File: src/rtl/twd_pkg.sv
package twd_pkg;
   // ticks per bus clock half period (ten ticks per full bus period)
   localparam int unsigned TICKS_PER_HALF = 5;
   localparam int unsigned PHASE_W        = 3;
endpackage

File: src/rtl/twd_mod_counter.sv
module twd_mod_counter #(
   parameter int unsigned W = 8
) (
   input  logic         clk,
   input  logic         rst_n,
   input  logic         step,
   input  logic [W-1:0] limit,
   output logic         wrap_o
);
   logic [W-1:0] cnt;

   assign wrap_o = step && (cnt >= limit);

   always_ff @(posedge clk or negedge rst_n) begin
      if (!rst_n)      cnt <= '0;
      else if (wrap_o) cnt <= '0;
      else if (step)   cnt <= cnt + 1'b1;
   end

   // limits only change when every stage has wrapped, so the count never exceeds them
   p_cnt_in_range_r2: assert property (@(posedge clk) disable iff (!rst_n) cnt <= limit);
   // no step, no movement
   p_cnt_hold_r8: assert property (@(posedge clk) disable iff (!rst_n) !step |=> $stable(cnt));
endmodule

File: src/rtl/twd_cfg_regs.sv
module twd_cfg_regs #(
   parameter int unsigned THP_W   = 8,
   parameter int unsigned M_W     = 4,
   parameter int unsigned N_W     = 3,
   parameter int unsigned THP_MIN = 5,
   parameter int unsigned THP_RST = 24,
   parameter int unsigned M_RST   = 2,
   parameter int unsigned N_RST   = 0
) (
   input  logic               clk,
   input  logic               rst_n,
   input  logic               thp_wr,
   input  logic [THP_W-1:0]   thp_wdata,
   input  logic               cc_wr,
   input  logic [M_W+N_W-1:0] cc_wdata,
   input  logic               load,
   output logic [THP_W-1:0]   thp_q,
   output logic [M_W-1:0]     m_q,
   output logic [N_W-1:0]     n_q,
   output logic [THP_W-1:0]   act_thp,
   output logic [M_W-1:0]     act_m,
   output logic [N_W-1:0]     act_n
);
   localparam logic [THP_W-1:0] FLOOR = THP_W'(THP_MIN);

   logic [THP_W-1:0] thp_clamped;
   assign thp_clamped = (thp_wdata < FLOOR) ? FLOOR : thp_wdata;

   always_ff @(posedge clk or negedge rst_n) begin
      if (!rst_n) begin
         thp_q <= THP_W'(THP_RST);
         m_q   <= M_W'(M_RST);
         n_q   <= N_W'(N_RST);
      end else begin
         if (thp_wr) thp_q <= thp_clamped;
         if (cc_wr) begin
            m_q <= cc_wdata[M_W+N_W-1:N_W];
            n_q <= cc_wdata[N_W-1:0];
         end
      end
   end

   always_ff @(posedge clk or negedge rst_n) begin
      if (!rst_n) begin
         act_thp <= THP_W'(THP_RST);
         act_m   <= M_W'(M_RST);
         act_n   <= N_W'(N_RST);
      end else if (load) begin
         act_thp <= thp_q;
         act_m   <= m_q;
         act_n   <= n_q;
      end
   end

   p_thp_floor_r4: assert property (@(posedge clk) disable iff (!rst_n)
      thp_wr |=> thp_q >= FLOOR);
   p_active_hold_r7: assert property (@(posedge clk) disable iff (!rst_n)
      !load |=> ($stable(act_thp) && $stable(act_m) && $stable(act_n)));
endmodule

File: src/rtl/twd_clk_div.sv
module twd_clk_div #(
   parameter int unsigned THP_W   = 8,
   parameter int unsigned M_W     = 4,
   parameter int unsigned N_W     = 3,
   parameter int unsigned THP_MIN = 5,
   parameter int unsigned THP_RST = 24,
   parameter int unsigned M_RST   = 2,
   parameter int unsigned N_RST   = 0,
   parameter bit          OUT_REG = 1'b1
) (
   input  logic               clk,
   input  logic               rst_n,
   input  logic               enable,
   input  logic               thp_wr,
   input  logic [THP_W-1:0]   thp_wdata,
   input  logic               cc_wr,
   input  logic [M_W+N_W-1:0] cc_wdata,
   output logic [THP_W-1:0]   cfg_thp,
   output logic [M_W-1:0]     cfg_m,
   output logic [N_W-1:0]     cfg_n,
   output logic               tick_o,
   output logic               scl_toggle_o
);
   import twd_pkg::*;

   localparam int unsigned S1_W = THP_W + 1;
   localparam int unsigned PS_W = 1 << N_W;

   if (THP_W < 3)                  begin : g_bad_thp_w $error("THP_W too small"); end
   if (N_W < 1 || N_W > 5)         begin : g_bad_n_w   $error("N_W out of range"); end
   if (THP_MIN >= (1 << THP_W))    begin : g_bad_min   $error("THP_MIN exceeds field"); end
   if (THP_RST < THP_MIN)          begin : g_bad_rst   $error("THP_RST below floor"); end

   logic [THP_W-1:0] act_thp;
   logic [M_W-1:0]   act_m;
   logic [N_W-1:0]   act_n;
   logic             half_wrap, pre_wrap, tick_c, tog_c;

   twd_cfg_regs #(
      .THP_W(THP_W), .M_W(M_W), .N_W(N_W), .THP_MIN(THP_MIN),
      .THP_RST(THP_RST), .M_RST(M_RST), .N_RST(N_RST)
   ) u_cfg (
      .clk(clk), .rst_n(rst_n),
      .thp_wr(thp_wr), .thp_wdata(thp_wdata),
      .cc_wr(cc_wr), .cc_wdata(cc_wdata),
      .load(tick_c),
      .thp_q(cfg_thp), .m_q(cfg_m), .n_q(cfg_n),
      .act_thp(act_thp), .act_m(act_m), .act_n(act_n)
   );

   logic [S1_W-1:0]    half_limit;
   logic [PS_W-1:0]    pre_limit;
   logic [PHASE_W-1:0] phase_limit;
   assign half_limit  = {act_thp, 1'b1};               // 2*(THP+1)-1
   assign pre_limit   = PS_W'((PS_W'(1) << act_n) - 1'b1);
   assign phase_limit = PHASE_W'(TICKS_PER_HALF - 1);

   twd_mod_counter #(.W(S1_W)) u_half (
      .clk(clk), .rst_n(rst_n), .step(enable), .limit(half_limit), .wrap_o(half_wrap));
   twd_mod_counter #(.W(PS_W)) u_pre (
      .clk(clk), .rst_n(rst_n), .step(half_wrap), .limit(pre_limit), .wrap_o(pre_wrap));
   twd_mod_counter #(.W(M_W)) u_mdiv (
      .clk(clk), .rst_n(rst_n), .step(pre_wrap), .limit(act_m), .wrap_o(tick_c));
   twd_mod_counter #(.W(PHASE_W)) u_phase (
      .clk(clk), .rst_n(rst_n), .step(tick_c), .limit(phase_limit), .wrap_o(tog_c));

   if (OUT_REG) begin : g_out_reg
      always_ff @(posedge clk or negedge rst_n) begin
         if (!rst_n) begin
            tick_o       <= 1'b0;
            scl_toggle_o <= 1'b0;
         end else begin
            tick_o       <= tick_c;
            scl_toggle_o <= tog_c;
         end
      end
      p_hold_r8: assert property (@(posedge clk) disable iff (!rst_n) !enable |=> !tick_o);
   end else begin : g_out_comb
      assign tick_o       = tick_c;
      assign scl_toggle_o = tog_c;
      p_hold_r8: assert property (@(posedge clk) disable iff (!rst_n) !enable |-> !tick_o);
   end

   p_tick_single_r5: assert property (@(posedge clk) disable iff (!rst_n) tick_o |=> !tick_o);
   p_toggle_on_tick_r6: assert property (@(posedge clk) disable iff (!rst_n) scl_toggle_o |-> tick_o);
endmodule

File: config.mk
export PLATFORM = sky130hd
export DESIGN_NAME = twd_clk_div
export DESIGN_NICKNAME = d
export VERILOG_FILES = /design/src/rtl/twd_pkg.sv /design/src/rtl/twd_mod_counter.sv /design/src/rtl/twd_cfg_regs.sv /design/src/rtl/twd_clk_div.sv
export SDC_FILE = /design/constraint.sdc
export NUM_CORES = 1
export LEC_CHECK = 0
export BUFFER_PORTS_ARGS = -buffer_cell sky130_fd_sc_hd__clkbuf_2
export CAP_MARGIN = 15
export CORE_MARGIN = 10
export CORE_UTILIZATION = 52
export DETAILED_ROUTE_END_ITERATION = 7
export PLACE_DENSITY = 0.82
export RECOVER_POWER = 50
export SLEW_MARGIN = 20
export SYNTH_ARGS = -nofsm -noshare
export SYNTH_HDL_FRONTEND = slang
export SYNTH_SLANG_ARGS = --single-unit
File: constraint.sdc
create_clock -name clk -period 2.4 [get_ports clk]
set_input_delay 0.24 -clock clk [delete_from_list [all_inputs] [get_ports clk]]
set_output_delay 0.24 -clock clk [all_outputs]
set_load 0.05 [all_outputs]
# Word-level counts from Yosys, hierarchy flattened
# Cells that the tools add are included.
# totals
word_cells,40
in_bits,20
output_inout_bits,17
ff_bits,56
# classes
mux,9
addsub,5
reduce_logical,8
n_shift,1
n_lt_le_gt_ge,5
# ops
cell,n
$mux W8,3
$mux W9,2
$add A9 B1 Y9 const B,1
$ge A9 B9 Y1,1
$add A8 B1 Y8 const B,1
$ge A8 B8 Y1,1
$lt A8 B3 Y1 const B,1
$mux W4,2
$reduce_bool A2 Y1,4
$shl A1 B3 Y8 const A,1
$sub A8 B1 Y8 const B,1
$mux W3,2
$add A4 B1 Y4 const B,1
$ge A4 B4 Y1,1
$logic_and A1 B1 Y1,4
$add A3 B1 Y3 const B,1
$ge A3 B3 Y1 const B,1

# Longest topological paths before layout
# Gate-level depths: netlist (run 1).
# depth
ltp_word,7
mapped_depth,8
depth_no_buf,7

# Hierarchy
# From an unflattened synthesis (run 1), not the netlist that was laid out.
# unflattened
cells_unflattened,289
hier_area_um2,3114.2
# modules_own_cells
mod,instances,cells_per_inst,seq_area_each_um2,area_per_inst_um2
twd_cfg_regs,1,74,758.2,1204.9
twd_mod_counter at u_half,1,80,225.2,663.1
twd_mod_counter at u_pre,1,67,200.2,623.1
twd_mod_counter at u_mdiv,1,33,100.1,301.5
twd_mod_counter at u_phase,1,24,75.1,216.5
twd_clk_div,1,11,50.0,105.1

# Worst setup path before layout (run 1)
# No wires, ideal clock.
# synth_timing
kind,reg-to-reg
startpoint,reg u_cfg.act_n[1]
endpoint,reg u_cfg.act_thp[2]
slack_ps,-236
synth_period_minus_slack_ps,2636
required_time_ps,2272
setup_ps,128
arrival_time_ps,2509
stages_incl_launch_ff,9
n_path_buf,1
path_cell_list,dfrtp_1 -> or3_1 -> ha_1 -> nor2b_1 -> o21ai_1 -> a211oi_2 -> a2111oi_4 -> buf_6 -> mux2_1
# synth_via
elab_chain_cells,5
# synth_lines
element,line,rtl
start: declaration,twd_cfg_regs.sv:22,output logic [N_W-1:0] act_n
start signal: assignment,twd_cfg_regs.sv:47,act_n <= N_W'(N_RST);
start signal: assignment,twd_cfg_regs.sv:51,act_n <= n_q;
$shl A1 B3 Y8,twd_clk_div.sv:55,assign pre_limit = PS_W'((PS_W'(1) << act_n) - 1'b1);
$sub A8 B1 Y8,twd_clk_div.sv:55,
$ge A8 B8 Y1,twd_mod_counter.sv:12,assign wrap_o = step && (cnt >= limit);
$logic_and A1 B1 Y1 (2 in a row),twd_mod_counter.sv:12,
via tick_c,twd_clk_div.sv:37,"logic half_wrap, pre_wrap, tick_c, tog_c;"
end signal: assignment,twd_cfg_regs.sv:45,act_thp <= THP_W'(THP_RST);
end signal: assignment,twd_cfg_regs.sv:49,act_thp <= thp_q;
end: declaration,twd_cfg_regs.sv:20,"output logic [THP_W-1:0] act_thp,"
# The timed path passes the listed nets, and every way through them passes these cells.
# A chain may end at the register's enable or synchronous reset.

# Final worst setup path (run 1)
# layout_timing
startpoint,reg u_cfg.act_n[0]
endpoint,reg u_cfg.act_m[3]
# layout_via
elab_chain_cells,5
# layout_lines
element,line,rtl
$shl A1 B3 Y8,twd_clk_div.sv:55,
$sub A8 B1 Y8,twd_clk_div.sv:55,
$ge A8 B8 Y1,twd_mod_counter.sv:12,
$logic_and A1 B1 Y1 (2 in a row),twd_mod_counter.sv:12,
end signal: assignment,twd_cfg_regs.sv:46,act_m <= M_W'(M_RST);
end signal: assignment,twd_cfg_regs.sv:50,act_m <= m_q;
end: declaration,twd_cfg_regs.sv:21,"output logic [M_W-1:0] act_m,"
# No other way between the ends.

==> impl_metrics.json, run 1 <==
{
  "ant_nets": 0,
  "startpoint_type": "flip-flop",
  "ys_types": 48,
  "tightest_slew_ns": 1.499,
  "yosys.area.top_type": "dfrtp_1",
  "period_share_pct": 97.17,
  "dr.pass1.iters": 4,
  "clk_latency_ns": 0.32,
  "rsz0062_at_grt": "true",
  "yosys_register_bits": 56,
  "io_pins": 37,
  "wirelength_um": 6227,
  "failed_checks": "max-capacitance violations",
  "final_net_count": 375,
  "rr_startpoint": "u_cfg.act_n[0]$_DFFE_PN0N_",
  "avgSynthCellArea_sq_um": 10.99,
  "power_frac_comb_pct": 45.4,
  "netlist_instances": 276,
  "relSlewSlack_pct": 0.04226,
  "die-area_sq_um": 9290,
  "grt_max_degree": 30,
  "root_buffer": "clkbuf_8",
  "wl_per_cell_um": 15.41,
  "final_area_sq_um": 3521,
  "crit_chain": "or3_1 -> ha_1 -> nor2b_1 -> o21ai_1 -> a211oi_2 -> a2111oi_4 -> buf_12 -> mux2_2",
  "htreeDepth": 2,
  "synth_area_leaders": "dfrtp_1 (41%), ha_1 (9.9%), mux2_2 (7.8%)",
  "path_buf_inv": 1,
  "status": "finished, violations left",
  "layout_commonest_cell": "dfrtp_1",
  "area_growth_pct": 16.04,
  "clk_path_buf_depth": 2,
  "critical_path_arrival_ns": 2.53,
  "syn_nets": 320,
  "maxCapViolations": 1,
  "gp_congestion": 0.8777,
  "slew_viol_final": 0,
  "cts_made_buffers": 5,
  "reg2reg_slack_ns": 0.07,
  "drive_above_1_share_pct": 27.41,
  "antenna_found_initial": 0,
  "cts.sinks": 56,
  "required_ns": 2.60,
  "dpl.cell_count": 393,
  "hold_path_depth": 2,
  "fin_setup_tns_ns": 0,
  "core_sq_um": 5574,
  "finalSetupViolations": 0,
  "fmax_mhz": 428.8,
  "place_ws_ns": 0.05728,
  "r2r_end": "u_cfg.act_m[3]$_DFFE_PN0N_",
  "synth_edf_count": 0,
  "p_int_mw": 2.218,
  "worst-setup-path-type": "flip-flop to flip-flop",
  "seq_power_share_pct": 40.0,
  "p_switching_mw": 1.450,
  "cpLargestDelayFamily": "compound AO/OA/AOI/OAI gates",
  "die_w_um": 96.39,
  "worst_setup_path_end_kind": "flip-flop",
  "power.total_mw": 3.668,
  "syn_area_sq_um": 3034,
  "grt_first_pass_wirelength_um": 10460,
  "p_clk_share_pct": 14.6,
  "leakage_nw": 1.634,
  "drc": 0,
  "placementRows": 27,
  "yosysWarnings": 0,
  "gr-total-overflow": 0,
  "setup_ws_ns": 0.06802,
  "hold_path.class": "primary input to flip-flop",
  "antenna_cells": 0,
  "cpPeakStageDelay_ns": 0.42,
  "async_flop_share_pct": 100.0,
  "cp_slowest_cell": "dfrtp_1",
  "utilization_pct": 63.17,
  "path_clk_slew_ns": 0.11,
  "period_needed_ns": 2.332,
  "p_sw_share_pct": 39.52,
  "path_max_fanout": 16,
  "stdcell_count": 404,
  "fp.dieH_um": 96.39,
  "layout_common_cells": "dfrtp_1 (50), ha_1 (24), inv_1 (22), clkbuf_2 (22), nor2_1 (21)",
  "via_per_inst": 5.696,
  "portBuffers": 36,
  "ir_worst_vdd_mv": 0.6376,
  "r2r_cells": 8,
  "grt_pass1_vias": 2237,
  "hold_end": "u_cfg.m_q[0]$_DFFE_PN0P_",
  "dpl_cell_area_sq_um": 3403,
  "pwr_density_cell_nw_per_um2": 1042,
  "initial_core_util_pct": 54.43,
  "hp-start": "cc_wdata[3]",
  "synth_top_area_share_pct": 41.24,
  "cts_tree": "built",
  "vias": 2301,
  "synth_seq_area_share_pct": 46.43,
  "grt_usage_pct": 14.13,
  "ys.flop_type": "dfrtp_1",
  "finalHoldViolations": 0,
  "hpwl_um": 4747,
  "drt_iter0_markers": 175,
  "fin_skew_ns": 0.01192,
  "whs_ns": 0.1502
}
-- layout make-up --
type	instances	area (sq um)
Tap cell	72	90.09
Clock buffer	5	68.82
Timing Repair Buffer	55	320.3
Clock inverter	3	23.77
Fill cell	431	2053
Inverter	23	86.33
Sequential cell	56	1409
Multi-Input combinational cell	190	1523
-- power groups by stage --
stage / Clock (mW) / Sequential, mW / Combinational, mW
6_report: 0.534 / 1.47 / 1.67
4_1_cts: 0.543 / 1.47 / 1.61
2_1_floorplan: 0 / 1.53 / 1.09
5_1_grt: 0.582 / 1.51 / 1.89
3_5_place_dp: 0 / 1.49 / 1.58
3_3_place_gp: 0 / 1.47 / 1.52
-- sequential cells by signal, indices dropped and copies added, names as in the netlist, 4 cells and up --
name and flops:
u_cfg.m_q 4, u_mdiv.cnt 4, u_cfg.thp_q 8, u_half.cnt 9
u_pre.cnt 8, u_cfg.act_m 4, u_cfg.act_thp 8
-- kinds of logic (layout without fill, tap and decap cells) --
logic type | count (synthesis) | count (layout) | synth area share [%]
AND/OR/NAND/NOR | 76 | 76 | 12.00
flip-flops | 56 | 56 | 46.43
AO/OA/AOI/OAI | 52 | 52 | 13.49
multiplexers | 33 | 33 | 12.95
buffers and inverters | 30 | 86 | 3.959
adder cells (fa/ha/maj) | 24 | 24 | 9.897
XOR/XNOR | 4 | 4 | 1.155
other | 1 | 1 | 0.1236
-- worst max path at each step --
| stage | start | cells after the start | slack, ns | end |
|---|---|---|---|---|
| final | u_cfg.act_n[0]$_DFFE_PN0N_ | 8 | 0.07 | u_cfg.act_m[3]$_DFFE_PN0N_ |
| after global routing | u_cfg.act_n[0]$_DFFE_PN0N_ | 8 | -0.04 | u_phase.cnt[2]$_DFFE_PN0P_ |
| after CTS | u_cfg.act_n[0]$_DFFE_PN0N_ | 9 | 0.04 | u_mdiv.cnt[1]$_DFFE_PN0P_ |
| after detailed placement | u_cfg.act_n[0]$_DFFE_PN0N_ | 9 | 0.06 | scl_toggle_o$_DFF_PN0_ |
| after global placement | u_cfg.act_n[0]$_DFFE_PN0N_ | 9 | 0.11 | scl_toggle_o$_DFF_PN0_ |
| after floorplan | u_cfg.act_n[1]$_DFFE_PN0N_ | 8 | -0.10 | u_cfg.act_thp[2]$_DFFE_PN0N_ |
-- metal layers --
| metal | GRT usage (%) | share of wire, % | routed length, um |
|---|---|---|---|
| met5 | 0 | 0 | 0 |
| met4 | 5.206 | 2.0 | 122 |
| met3 | 2.776 | 4.3 | 266 |
| met2 | 24.05 | 50 | 3095 |
| met1 | 17.42 | 44 | 2743 |
-- repair_timing --
action,4_1_cts,5_1_grt
endpoints found under the setup margin,0,19
setup buffers,0,2
hold endpoints to repair,23,0
gates resized for setup,0,6
hold buffers,1,0
-- cell usage after synthesis (2+ instances only) --
library cell / number
dfrtp_1: 50
ha_1: 24
inv_1: 22
nor2_1: 22
mux2_2: 21
nand2_1: 16
nand3_1: 10
a21oi_1: 7
mux2_4: 7
clkbuf_1: 6
dfstp_2: 6
nand4_1: 6
o21ai_0: 6
and3_1: 5
nand2b_1: 5
mux2i_1: 4
nor2b_1: 4
o211ai_1: 4
xor2_1: 4
a211oi_1: 3
a22o_1: 3
a31oi_1: 3
a32o_1: 3
nor3_1: 3
o21a_1: 3
o221ai_1: 3
a2111oi_0: 2
a2bb2oi_1: 2
o22ai_1: 2
or2_2: 2
(Power assumes the default switching activity.)
==> run 2, diff against run 1 <==
==> constraint.sdc (replaced) <==
create_clock -name clk -period 2.4 [get_ports clk]
set_input_delay 0.24 -clock clk [delete_from_list [all_inputs] [get_ports clk]]
set_output_delay 0.24 -clock clk [all_outputs]
set_load 0.01 [all_outputs]
==> run 2 against run 1 <==
- the run ends with max-capacitance violations, max-slew violations left
- global-route usage unchanged
- die area stayed put
- non-clock buffer count stayed put
- final area about the same
- cell count is the same
- sequential power about the same
- combinational power is 5% lower
- via count grew 0.13%
- clock skew about the same
==> impl_metrics.json, run 2 (same netlist as run 1, synthesis figures left out) <==
{
  "status": "finished, violations left",
  "failed_checks": "max-capacitance violations, max-slew violations",
  "path_clk_slew_ns": 0.10,
  "tightest_slew_ns": 1.503,
  "place_ws_ns": 0.05728,
  "rsz0062_at_grt": "true",
  "finalSetupViolations": 0,
  "fin_skew_ns": 0.01153,
  "hold_path_depth": 2,
  "largest_reg_flops": 9,
  "via_per_inst": 5.703,
  "fillers": 430,
  "worst-setup-path-type": "flip-flop to flip-flop",
  "grt_max_degree": 30,
  "fin_setup_tns_ns": 0,
  "grt_usage_pct": 14.13,
  "dr.pass1.iters": 4,
  "clk_path_buf_depth": 2,
  "portBuffers": 36,
  "path_buf_inv": 1,
  "cpLargestDelayFamily": "compound AO/OA/AOI/OAI gates",
  "wirelength_um": 6231,
  "hpwl_um": 4747,
  "relSlewSlack_pct": -0.1756,
  "path_max_fanout": 16,
  "period_share_pct": 97.28,
  "cpPeakStageDelay_ns": 0.42,
  "layout_common_cells": "dfrtp_1 (50), ha_1 (24), inv_1 (22)",
  "wl_per_cell_um": 15.42,
  "die_w_um": 96.39,
  "pwr_density_cell_nw_per_um2": 1018,
  "finalHoldViolations": 0,
  "power.total_mw": 3.582,
  "required_ns": 2.60,
  "power_frac_comb_pct": 44.2,
  "ant_nets": 0,
  "cts_tree": "built",
  "grt_pass1_vias": 2237,
  "antenna_cells": 0,
  "regMostFlops": "u_half.cnt",
  "cp_slowest_cell": "dfrtp_1",
  "gp_congestion": 0.8777,
  "cts_made_buffers": 5,
  "core_sq_um": 5574,
  "seq_power_share_pct": 41.0,
  "r2r_cells": 8,
  "final_net_count": 375,
  "gr-total-overflow": 0,
  "drt_iter0_markers": 178,
  "ir_worst_vdd_mv": 0.6370,
  "die-area_sq_um": 9290,
  "setup_ws_ns": 0.06539,
  "p_clk_share_pct": 14.9,
  "area_growth_pct": 16.00,
  "maxCapViolations": 1,
  "root_buffer": "clkbuf_8",
  "fmax_mhz": 428.3,
  "initial_core_util_pct": 54.43,
  "placementRows": 27,
  "htreeDepth": 2,
  "vias": 2304,
  "slew_viol_final": 29,
  "hold_path.class": "primary input to flip-flop",
  "layout_commonest_cell": "dfrtp_1",
  "worst_setup_path_end_kind": "flip-flop",
  "whs_ns": 0.1513,
  "cts.sinks": 56,
  "p_switching_mw": 1.364,
  "drive_above_1_share_pct": 26.51,
  "fp.dieH_um": 96.39,
  "clk_latency_ns": 0.32,
  "antenna_found_initial": 0,
  "period_needed_ns": 2.335,
  "critical_path_arrival_ns": 2.54,
  "p_int_mw": 2.217,
  "crit_chain": "or3_1 -> ha_1 -> nor2b_1 -> o21ai_1 -> a211oi_2 -> a2111oi_4 -> buf_12 -> mux2_2",
  "io_pins": 37,
  "p_sw_share_pct": 38.09,
  "cp_num_cells": 8,
  "leakage_nw": 1.625,
  "drc": 0,
  "grt_first_pass_wirelength_um": 10460,
  "startpoint_type": "flip-flop"
}
## run 2: layer usage
metal	vias to the layer above	global-route usage (%)	part of all wire, %
li1	1113	-	-
met1	1117	17.42	44
met2	60	24.05	49
met3	14	2.776	4.0
met4	0	5.206	2.4
met5	-	0	0
## run 2: cell type report
type	instances	area [sq um]	share of cell area, %
Clock buffer	5	68.82	1.955
Clock inverter	3	23.77	0.6754
Inverter	23	86.33	2.453
Multi-Input combinational cell	190	1523	43.26
Sequential cell	56	1409	40.03
Tap cell	72	90.09	2.560
Timing Repair Buffer	55	319.1	9.065
## run 2: power by group through the flow
stage / combinational, mW / clock [mW] / sequential [mW]
after global routing: 1.80 / 0.582 / 1.51
final: 1.58 / 0.532 / 1.47
after floorplan: 1.09 / 0 / 1.45
after global placement: 1.44 / 0 / 1.47
after detailed placement: 1.50 / 0 / 1.49
after CTS: 1.52 / 0.543 / 1.47
## run 2: per-stage QoR
step | area (sq um) | instances | utilization, %
after floorplan | 3034 | 276 | -
after global placement | 3403 | 393 | 61.06
after detailed placement | 3403 | 393 | 61.06
after CTS | 3506 | 402 | 62.90
after global routing | 3520 | 404 | 63.14
final | 3520 | 404 | 63.14
## run 2: worst paths after layout
path / slack, ns / start / end
max: 0.07 / u_cfg.act_n[0]$_DFFE_PN0N_ / u_cfg.act_m[3]$_DFFE_PN0N_
min: 0.15 / cc_wdata[3] / u_cfg.m_q[0]$_DFFE_PN0P_
max reg2reg: 0.07 / u_cfg.act_n[0]$_DFFE_PN0N_ / u_cfg.act_m[3]$_DFFE_PN0N_
min reg2reg: 0.52 / u_cfg.act_thp[2]$_DFFE_PN0N_ / u_cfg.act_thp[2]$_DFFE_PN0N_
max in group asynchronous: 0.54 / rst_n / u_cfg.m_q[1]$_DFFE_PN1P_
min in group asynchronous: 0.83 / rst_n / u_phase.cnt[0]$_DFFE_PN0P_
## run 2: repair_timing
| item | CTS | global route |
|---|---|---|
| endpoints found under the hold margin | 23 | 0 |
| setup buffers | 0 | 2 |
| gates resized for setup | 0 | 6 |
| setup endpoints to repair | 0 | 19 |
| hold buffers | 1 | 0 |
## run 2: worst register-to-register path: stages, from the launching register on
cell and delay (ns):
dfrtp_1 0.42, or3_1 0.38, ha_1 0.28, nor2b_1 0.04, o21ai_1 0.14, a211oi_2 0.12, a2111oi_4 0.29, buf_12 0.22
mux2_2 0.34
